===== src/rtl/rxf_pkg.sv =====
package rxf_pkg;

   localparam int RXF_TABLE_ENTRIES = 8;

   typedef enum logic [1:0] {
      RXF_OP_IDLE = 2'd0,
      RXF_OP_PUSH = 2'd1,
      RXF_OP_POP  = 2'd2,
      RXF_OP_BOTH = 2'd3
   } rxf_op_e;

endpackage


===== src/rtl/rxf_cfg.sv =====
module rxf_cfg #(
   parameter int TABLE_N = 8,
   parameter int ID_W    = 29,
   parameter int SEL_W   = 3
) (
   input  logic                      clk,
   input  logic                      rst_n,
   input  logic                      frozen,
   input  logic                      en_we,
   input  logic                      en_val,
   input  logic                      id_we,
   input  logic [SEL_W-1:0]          id_sel,
   input  logic [ID_W-1:0]           id_val,
   output logic                      fifo_en,
   output logic                      flush,
   output logic [TABLE_N*ID_W-1:0]   ids
);

   logic en_wr_ok;
   assign en_wr_ok = frozen && en_we;
   assign flush    = en_wr_ok && !en_val;

   always_ff @(posedge clk or negedge rst_n) begin
      if (!rst_n)        fifo_en <= 1'b0;
      else if (en_wr_ok) fifo_en <= en_val;
   end

   for (genvar k = 0; k < TABLE_N; k++) begin : g_entry
      logic [ID_W-1:0] slot_q;
      always_ff @(posedge clk or negedge rst_n) begin
         if (!rst_n)
            slot_q <= '0;
         else if (frozen && id_we && (id_sel == SEL_W'(k)))
            slot_q <= id_val;
      end
      assign ids[k*ID_W +: ID_W] = slot_q;
   end

endmodule


===== src/rtl/rxf_store.sv =====
module rxf_store
   import rxf_pkg::*;
#(
   parameter int DEPTH   = 6,
   parameter int FRAME_W = 109,
   parameter int CNT_W   = 3,
   parameter int PTR_W   = 3
) (
   input  logic               clk,
   input  logic               rst_n,
   input  logic               en,
   input  logic               flush,
   input  logic               push,
   input  logic               pop_req,
   input  logic [FRAME_W-1:0] frame_in,
   output logic [FRAME_W-1:0] head,
   output logic [CNT_W-1:0]   count,
   output logic               full,
   output logic               avail
);

   logic [FRAME_W-1:0] mem [DEPTH];
   logic [PTR_W-1:0]   wr_ptr, rd_ptr, wr_nxt, rd_nxt;
   logic               do_pop, do_push;
   rxf_op_e            op;

   assign full   = (count == CNT_W'(DEPTH));
   assign avail  = (count != '0);
   assign do_pop = pop_req && avail;
   assign do_push = push && en && (!full || do_pop);
   assign op     = rxf_op_e'({do_pop, do_push});

   if ((DEPTH & (DEPTH - 1)) == 0) begin : g_wrap_pow2
      assign wr_nxt = wr_ptr + 1'b1;
      assign rd_nxt = rd_ptr + 1'b1;
   end else begin : g_wrap_cmp
      assign wr_nxt = (wr_ptr == PTR_W'(DEPTH - 1)) ? '0 : wr_ptr + 1'b1;
      assign rd_nxt = (rd_ptr == PTR_W'(DEPTH - 1)) ? '0 : rd_ptr + 1'b1;
   end

   always_ff @(posedge clk) begin
      if (do_push && !flush) mem[wr_ptr] <= frame_in;
   end

   always_ff @(posedge clk or negedge rst_n) begin
      if (!rst_n) begin
         wr_ptr <= '0;
         rd_ptr <= '0;
         count  <= '0;
      end else if (flush) begin
         wr_ptr <= '0;
         rd_ptr <= '0;
         count  <= '0;
      end else begin
         case (op)
            RXF_OP_PUSH: begin
               wr_ptr <= wr_nxt;
               count  <= count + 1'b1;
            end
            RXF_OP_POP: begin
               rd_ptr <= rd_nxt;
               count  <= count - 1'b1;
            end
            RXF_OP_BOTH: begin
               wr_ptr <= wr_nxt;
               rd_ptr <= rd_nxt;
            end
            default: ;
         endcase
      end
   end

   assign head = mem[rd_ptr];

endmodule


===== src/rtl/rx_fifo_svc.sv =====
module rx_fifo_svc
   import rxf_pkg::*;
#(
   parameter int CS_W    = 16,
   parameter int ID_W    = 29,
   parameter int DATA_W  = 64,
   parameter int DEPTH   = 6,
   parameter int TABLE_N = RXF_TABLE_ENTRIES,
   localparam int SEL_W  = $clog2(TABLE_N),
   localparam int CNT_W  = $clog2(DEPTH + 1)
) (
   input  logic                    clk,
   input  logic                    rst_n,
   input  logic                    frozen,
   input  logic                    cfg_en_we,
   input  logic                    cfg_en_val,
   input  logic                    cfg_id_we,
   input  logic [SEL_W-1:0]        cfg_id_sel,
   input  logic [ID_W-1:0]         cfg_id_val,
   output logic [TABLE_N*ID_W-1:0] acc_ids,
   output logic                    fifo_en,
   input  logic                    mv_push,
   input  logic [CS_W-1:0]         mv_cs,
   input  logic [ID_W-1:0]         mv_id,
   input  logic [DATA_W-1:0]       mv_data,
   output logic [CS_W-1:0]         head_cs,
   output logic [ID_W-1:0]         head_id,
   output logic [DATA_W-1:0]       head_data,
   input  logic                    irq_clr,
   output logic                    frames_avail,
   output logic                    fifo_full,
   output logic [CNT_W-1:0]        occupancy
);

   localparam int PTR_W   = $clog2(DEPTH);
   localparam int FRAME_W = CS_W + ID_W + DATA_W;

   if (DEPTH < 2) begin : g_bad_depth
      $error("rx_fifo_svc: DEPTH must be at least 2");
   end
   if (TABLE_N < 2) begin : g_bad_table
      $error("rx_fifo_svc: TABLE_N must be at least 2");
   end
   if (CS_W < 1 || ID_W < 1 || DATA_W < 1) begin : g_bad_width
      $error("rx_fifo_svc: word widths must be positive");
   end

   logic               flush;
   logic [FRAME_W-1:0] head_frame;

   rxf_cfg #(
      .TABLE_N (TABLE_N),
      .ID_W    (ID_W),
      .SEL_W   (SEL_W)
   ) u_cfg (
      .clk     (clk),
      .rst_n   (rst_n),
      .frozen  (frozen),
      .en_we   (cfg_en_we),
      .en_val  (cfg_en_val),
      .id_we   (cfg_id_we),
      .id_sel  (cfg_id_sel),
      .id_val  (cfg_id_val),
      .fifo_en (fifo_en),
      .flush   (flush),
      .ids     (acc_ids)
   );

   rxf_store #(
      .DEPTH   (DEPTH),
      .FRAME_W (FRAME_W),
      .CNT_W   (CNT_W),
      .PTR_W   (PTR_W)
   ) u_store (
      .clk      (clk),
      .rst_n    (rst_n),
      .en       (fifo_en),
      .flush    (flush),
      .push     (mv_push),
      .pop_req  (irq_clr),
      .frame_in ({mv_cs, mv_id, mv_data}),
      .head     (head_frame),
      .count    (occupancy),
      .full     (fifo_full),
      .avail    (frames_avail)
   );

   assign {head_cs, head_id, head_data} = head_frame;

endmodule


===== config.mk =====
export PLATFORM = sky130hd
export DESIGN_NAME = rx_fifo_svc
export DESIGN_NICKNAME = d
export VERILOG_FILES = /design/src/rtl/rxf_pkg.sv /design/src/rtl/rxf_cfg.sv /design/src/rtl/rxf_store.sv /design/src/rtl/rx_fifo_svc.sv
export SDC_FILE = /design/constraint.sdc
export NUM_CORES = 1
export LEC_CHECK = 0
export ABC_AREA = 1
export ABC_CLOCK_PERIOD_IN_PS = 12700
export BUFFER_PORTS_ARGS = -buffer_cell sky130_fd_sc_hd__buf_2
export CAP_MARGIN = 0
export CORE_ASPECT_RATIO = 1.4
export CORE_MARGIN = 4
export CORE_UTILIZATION = 57
export CTS_CLUSTER_SIZE = 28
export DETAILED_ROUTE_END_ITERATION = 16
export GPL_ROUTABILITY_DRIVEN = 0
export HOLD_SLACK_MARGIN = 0.06
export PLACE_DENSITY = 0.87
export SETUP_SLACK_MARGIN = 0.1
export SYNTH_ARGS = -nofsm -noshare
export SYNTH_HDL_FRONTEND = slang
export SYNTH_HIERARCHICAL = 1
export SYNTH_SLANG_ARGS = --single-unit

===== constraint.sdc =====
create_clock -name clk -period 12.7 [get_ports clk]
set_input_delay 2.54 -clock clk [delete_from_list [all_inputs] [get_ports clk]]
set_output_delay 2.54 -clock clk [all_outputs]
set_load 0.03 [all_outputs]

==> flow_summary.json, run 1 <==
{
  "ys_async_sr_fraction_pct": 27.0,
  "clock-sinks": 896,
  "post-route-period-util_pct": 54.6,
  "startpoint_type": "flop",
  "post_cts_resize_count": 0,
  "syn_avg_cell_area_um2": 12.0,
  "worstSetupPathType": "reg2out",
  "fp.dieW_um": 217,
  "arrival_ns": 4.39,
  "dp_hpwl_um": 57200,
  "rows": 106,
  "vias": 25300,
  "cts_max_level": 3,
  "setup_ws_ns": 5.77,
  "antenna_found_initial": 22,
  "met3_usage_pct": 8.18,
  "drive_gt1_share_pct": 20.0,
  "ys_ff_latch": 896,
  "first_pass_iters": 6,
  "dr.first_iter.drc_count": 3642,
  "busiest_layer": "met2",
  "via_per_inst": 6.05,
  "antenna_left": 0,
  "hold_viol": 0,
  "slew_headroom_pct": 19.2,
  "wl_um": 98100,
  "fill_cells": 3877,
  "multiInputGateArea_um2": 7960,
  "drc": 0,
  "final_nets": 3440,
  "grt_max_degree": 152,
  "synth_cells": 2894,
  "worst_pin_slew_ns": 1.21,
  "synth_edf_count": 654,
  "synth_cell_types": 25,
  "grt_use_total_pct": 29.2,
  "synth.cell_area_um2": 34800,
  "max-clock-path-buffers": 3,
  "clkTransAtPathRegs_ns": 0.06,
  "initial_core_util_pct": 57.9,
  "ir_drop_mv": 0.237,
  "numCtsBuffers": 80,
  "synth_ff_type": "edfxtp_1",
  "ioPinCount": 496,
  "final-setup-viol-count": 0,
  "gr-total-overflow": 0,
  "cp_max_fo": 97,
  "powerDensity_nw_per_um2": 237,
  "hold_path.class": "reg2reg",
  "core_um2": 60100,
  "leakage_nw": 16.3,
  "hold_path_depth": 2,
  "cp.required_ns": 10.16,
  "yosysWarnings": 6,
  "synth_top_area_cell": "edfxtp_1",
  "post_drt_wl_per_cell_um": 23.5,
  "area_growth_pct": 15.7,
  "grt_pass1_wl_um": 146000,
  "syn-num-nets": 3044,
  "clk_latency_ns": 0.62,
  "synth-seq-area-share_pct": 73.9,
  "numPortBuffers": 495,
  "cap_violations": 0,
  "grt_use_met2_pct": 50.9,
  "cts_tree": "built",
  "hold_buffers": 0,
  "synthTopCellsByArea": "edfxtp_1 (56%), dfrtp_1 (17%), nand2_1 (7.8%)",
  "status": "complete, no violations",
  "rsz0062_at_grt": "no",
  "fmax_mhz": 144,
  "slew_violations": 0,
  "post-place-ws_ns": 6.70,
  "reg2reg_setup_slack_ns": 9.31,
  "final.min_clock_period_ns": 6.93,
  "yosysTopAreaCellShare_pct": 56.5,
  "tns_ns": 0,
  "endpoint_kind": "output port",
  "die_y_um": 300,
  "clock_skew_ns": 0.0321,
  "register_area_um2": 25700,
  "die-area_um2": 65100,
  "root_buffer": "clkbuf_16",
  "r2r_cells": 8,
  "globalRouteMet1Util_pct": 33.3,
  "grt_pass1_vias": 25100,
  "cts_setup_buffers": 0
}
## kinds of logic after synthesis
kind of cell	synth area share [%]
AOI/OAI and AO/OA	7.22
DFF	73.9
xor gates and xnor gates	0.0504
adders and majority gates	0.0575
and+or+nand+nor	15.4
buffers and inverters	3.43
## layout make-up
cell class / instances / share of cell area (%)
diodes: 19 / 0.118
clock buffers: 99 / 5.24
clock inverters: 46 / 1.31
inverters: 20 / 0.208
multi-input cells: 1756 / 19.8
flip-flops and latches: 896 / 63.9
well taps: 810 / 2.52
repair buffers: 536 / 6.98
## placed cells by master, fill, tap and decap left out, types with 17 or more instances in the layout
cell type | synthesis | final
buf_2 | 104 | 494
buf_4 | 5 | 40
clkbuf_16 | 0 | 81
dfrtp_1 | 242 | 239
diode_2 | 0 | 19
edfxtp_1 | 654 | 654
inv_1 | 19 | 17
nand2_1 | 721 | 721
nand3_1 | 344 | 344
nor2_1 | 234 | 226
o211ai_1 | 109 | 109
o21ai_0 | 234 | 234
o21ai_1 | 100 | 100
## worst paths after layout
| path | from | to |
|---|---|---|
| max reg2reg | u_store/count[0]$_DFFE_PN0P_ | u_store/mem[0][54]$_DFFE_PP_ |
| min reg2reg | u_cfg/g_entry[7].slot_q[26]$_DFFE_PN0P_ | u_cfg/g_entry[7].slot_q[26]$_DFFE_PN0P_ |
| min in group asynchronous | rst_n | u_cfg/g_entry[0].slot_q[9]$_DFFE_PN0P_ |
| max | u_store/rd_ptr[1]$_DFFE_PN0P_ | head_data[50] |
| max in group asynchronous | rst_n | u_store/rd_ptr[1]$_DFFE_PN0P_ |
| min | u_cfg/g_entry[7].slot_q[26]$_DFFE_PN0P_ | u_cfg/g_entry[7].slot_q[26]$_DFFE_PN0P_ |
## stage by stage
| step | instance area, µm² | cells | power, mW | hold slack [ns] | utilization (%) |
|---|---|---|---|---|---|
| global placement | 37600 | 4018 | 6.93 | 0.448 | 62.5 |
| finish | 40200 | 4182 | 9.52 | 0.465 | 67.0 |
| CTS | 40200 | 4163 | 9.50 | 0.468 | 66.9 |
| floorplan | 34800 | 2894 | 5.99 | 0.605 | - |
| global route | 40200 | 4172 | 9.91 | 0.485 | 66.9 |
| detailed placement | 37600 | 4018 | 7.03 | 0.453 | 62.5 |
## synth_stat cells, types with 2 or more instances
library cell and number:
a21oi_1 2, buf_1 9, buf_2 104, buf_4 5, buf_6 15, clkbuf_1 73
clkbuf_2 16, dfrtp_1 242, edfxtp_1 654, inv_1 19, nand2_1 721, nand3_1 344
nand4_1 3, nor2_1 234, nor3_1 3, o211ai_1 109, o21ai_0 234, o21ai_1 100
## where the power goes
part / internal (mW) / switching (mW) / leakage [nW] / total, mW
combinational: 0.794 / 2.56 / 6.01 / 3.36
clock: 1.38 / 1.07 / 1.27 / 2.44
sequential: 3.52 / 0.204 / 8.99 / 3.72
total: 5.69 / 3.84 / 16.3 / 9.52
## sequential cells by signal, summed over array words and instances, names as in the netlist
register	flops
u_cfg/fifo_en	1
u_store/count	3
u_cfg/g_entry.slot_q	232
u_store/wr_ptr	3
u_store/rd_ptr	3
u_store/mem	654
## per-layer routing
metal	vias up	wire [µm]
met1	12100	31700
li1	10900	-
met5	-	52
met3	320	12100
met4	8	5080
met2	1918	49200
## critical path, stage by stage (launching register included)
cell,delay (ns)
dfrtp_4,0.93
buf_4,0.98
buf_4,0.73
nand3_1,0.23
o211ai_1,0.22
nand2_1,0.10
o21ai_1,0.16
buf_2,0.24
(Power assumes the default switching activity.)
==> run 2, diff against run 1 <==
Settings changed: ABC_CLOCK_PERIOD_IN_PS 12700 to 6000, CORE_UTILIZATION 57 to 52, PLACE_DENSITY 0.87 to 0.84.
Clock period 12.7 ns to 6 ns, I/O delays scaled along.
==> run 2 against run 1 <==
Effect of this change: critical path depth is the same; sequential share of layout area is 0.077 points lower; design area rose by 0.12%; clock power rose by 110%; via count shrank 2.2%; total power grew 110%.
==> flow_summary.json, run 2 (synthesis results as in run 1) <==
{
  "slew_headroom_pct": 18.7,
  "hold_buffers": 0,
  "postLayoutCoreUtil_pct": 61.2,
  "root_buffer": "clkbuf_16",
  "placed_area_um2": 37700,
  "dp_hpwl_um": 55200,
  "dr.first_iter.drc_count": 3388,
  "core_um2": 65800,
  "numPortBuffers": 495,
  "hold_viol": 0,
  "endpoint_kind": "output port",
  "rsz0062_at_grt": "no",
  "min_to": "u_cfg/g_entry[0].slot_q[3]$_DFFE_PN0P_",
  "hold_start": "u_cfg/g_entry[0].slot_q[3]$_DFFE_PN0P_",
  "fill_cells": 4725,
  "die_y_um": 314,
  "cp_max_fo": 60,
  "grt_pass1_wl_um": 139000,
  "regToRegEndpoint": "u_store/mem[4][69]$_DFFE_PP_",
  "power_mw": 19.9,
  "antenna_left": 0,
  "first_pass_iters": 6,
  "worst_pin_slew_ns": 1.22,
  "status": "complete, no violations",
  "final_cell_area_um2": 40300,
  "reg2reg_setup_slack_ns": 3.15,
  "rows": 111,
  "r2r-start": "u_store/count[0]$_DFFE_PN0P_",
  "r2r_cells": 7,
  "wl_um": 93200,
  "clock_skew_ns": 0.0189,
  "clock-sinks": 896,
  "cts_tree": "built",
  "layout_commonest_cell": "nand2_1",
  "layout_common_cells": "nand2_1 (721), edfxtp_1 (654), buf_2 (494)",
  "max-clock-path-buffers": 3,
  "register_area_um2": 25700,
  "post-route-period-util_pct": 80.5,
  "largest_reg_flops": 654,
  "post_drt_wl_per_cell_um": 22.2,
  "powerDensity_nw_per_um2": 495,
  "grt_use_total_pct": 25.3,
  "final.min_clock_period_ns": 4.83,
  "drc": 0,
  "startpoint_type": "flop",
  "die-area_um2": 71200,
  "cts_setup_buffers": 0,
  "reg.largest.list": "u_store/mem (654), u_cfg/g_entry.slot_q (232)",
  "crit_chain": "inv_2, buf_4, o21ai_0, o211ai_1, nand2_1, o21ai_1, buf_2",
  "via_per_inst": 5.89,
  "gr-total-overflow": 0,
  "fmax_mhz": 207,
  "cp_top_family": "buffers and inverters",
  "grt_pass1_vias": 24400,
  "post_cts_resize_count": 0,
  "arrival_ns": 3.63,
  "cts_max_level": 3,
  "initial_core_util_pct": 52.8,
  "numCtsBuffers": 79,
  "leakage_nw": 16.3,
  "clkTransAtPathRegs_ns": 0.06,
  "slew_violations": 0,
  "fp.dieW_um": 227,
  "grt_max_degree": 155,
  "hold_path_depth": 2,
  "final-setup-viol-count": 0,
  "cp_num_buf_inv": 3,
  "slowest_stage": "inv_2",
  "final_nets": 3436,
  "ioPinCount": 496,
  "cp.required_ns": 4.80,
  "regMostFlops": "u_store/mem",
  "cap_violations": 0,
  "vias": 24700,
  "clk_latency_ns": 0.62,
  "ir_drop_mv": 0.552,
  "worstSetupPathType": "reg2out",
  "hold_path.class": "reg2reg",
  "cpPeakStageDelay_ns": 0.90,
  "antenna_found_initial": 10,
  "multiInputGateArea_um2": 7980,
  "area_growth_pct": 15.8,
  "drive_gt1_share_pct": 19.9
}
-- run 2: cell count changes in the layout (fill, tap and decap cells not counted), moves of 4 or more --
cell / delta
buf_12: +9
buf_4: -12
clkinv_1: -4
clkinv_2: +5
diode_2: -13
inv_6: -6
-- run 2: report_power, final --
group          internal, mW  switching [mW]
sequential             7.44           0.432
clock                  2.86            2.19
combinational          1.72            5.30
-- run 2: tightest hold or removal path, delay by kind of cell (launching register included) --
kind,cells,cell delay [ns]
DFF,1,0.34
and+or+nand+nor,2,0.10
-- run 2: area by class of cell --
cell class              instances  share of cell area, %
clock buffers                 103                   5.37
well taps                     847                   2.63
repair buffers                533                   7.19
flip-flops and latches        896                   63.8
clock inverters                40                  0.990
inverters                      20                  0.208
multi-input cells            1756                   19.8
diodes                          6                 0.0373
-- run 2: stage by stage --
step / cells / setup WS, ns / TNS, ns / hold WS, ns
CTS: 4195 / 1.18 / 0 / 0.468
global placement: 4052 / 1.85 / 0 / 0.448
global route: 4197 / 1.00 / 0 / 0.485
finish: 4201 / 1.17 / 0 / 0.466
detailed placement: 4052 / 1.88 / 0 / 0.453
floorplan: 2894 / -0.779 / -209.61 / 0.605
-- run 2: worst max path at each step --
| stage | startpoint | cells past startpoint | endpoint |
|---|---|---|---|
| 6_report | u_store/rd_ptr[1]$_DFFE_PN0P_ | 7 | head_cs[8] |
| 5_1_grt | u_store/rd_ptr[1]$_DFFE_PN0P_ | 7 | head_cs[8] |
| 4_1_cts | u_store/rd_ptr[1]$_DFFE_PN0P_ | 7 | head_cs[8] |
| 3_5_place_dp | u_store/rd_ptr[1]$_DFFE_PN0P_ | 7 | head_id[5] |
| 3_3_place_gp | u_store/rd_ptr[1]$_DFFE_PN0P_ | 7 | head_id[5] |
| 2_1_floorplan | mv_push | 6 | u_store/mem[1][0]$_DFFE_PP_ |
-- run 2: layer usage --
layer / share of wire, % / GRT usage [%] / vias up
met1: 34 / 28.8 / 11900
met4: 5.9 / 15.1 / 12
met3: 10 / 5.81 / 299
li1: - / - / 10900
met2: 50 / 43.5 / 1631
met5: 0.076 / 0 / -
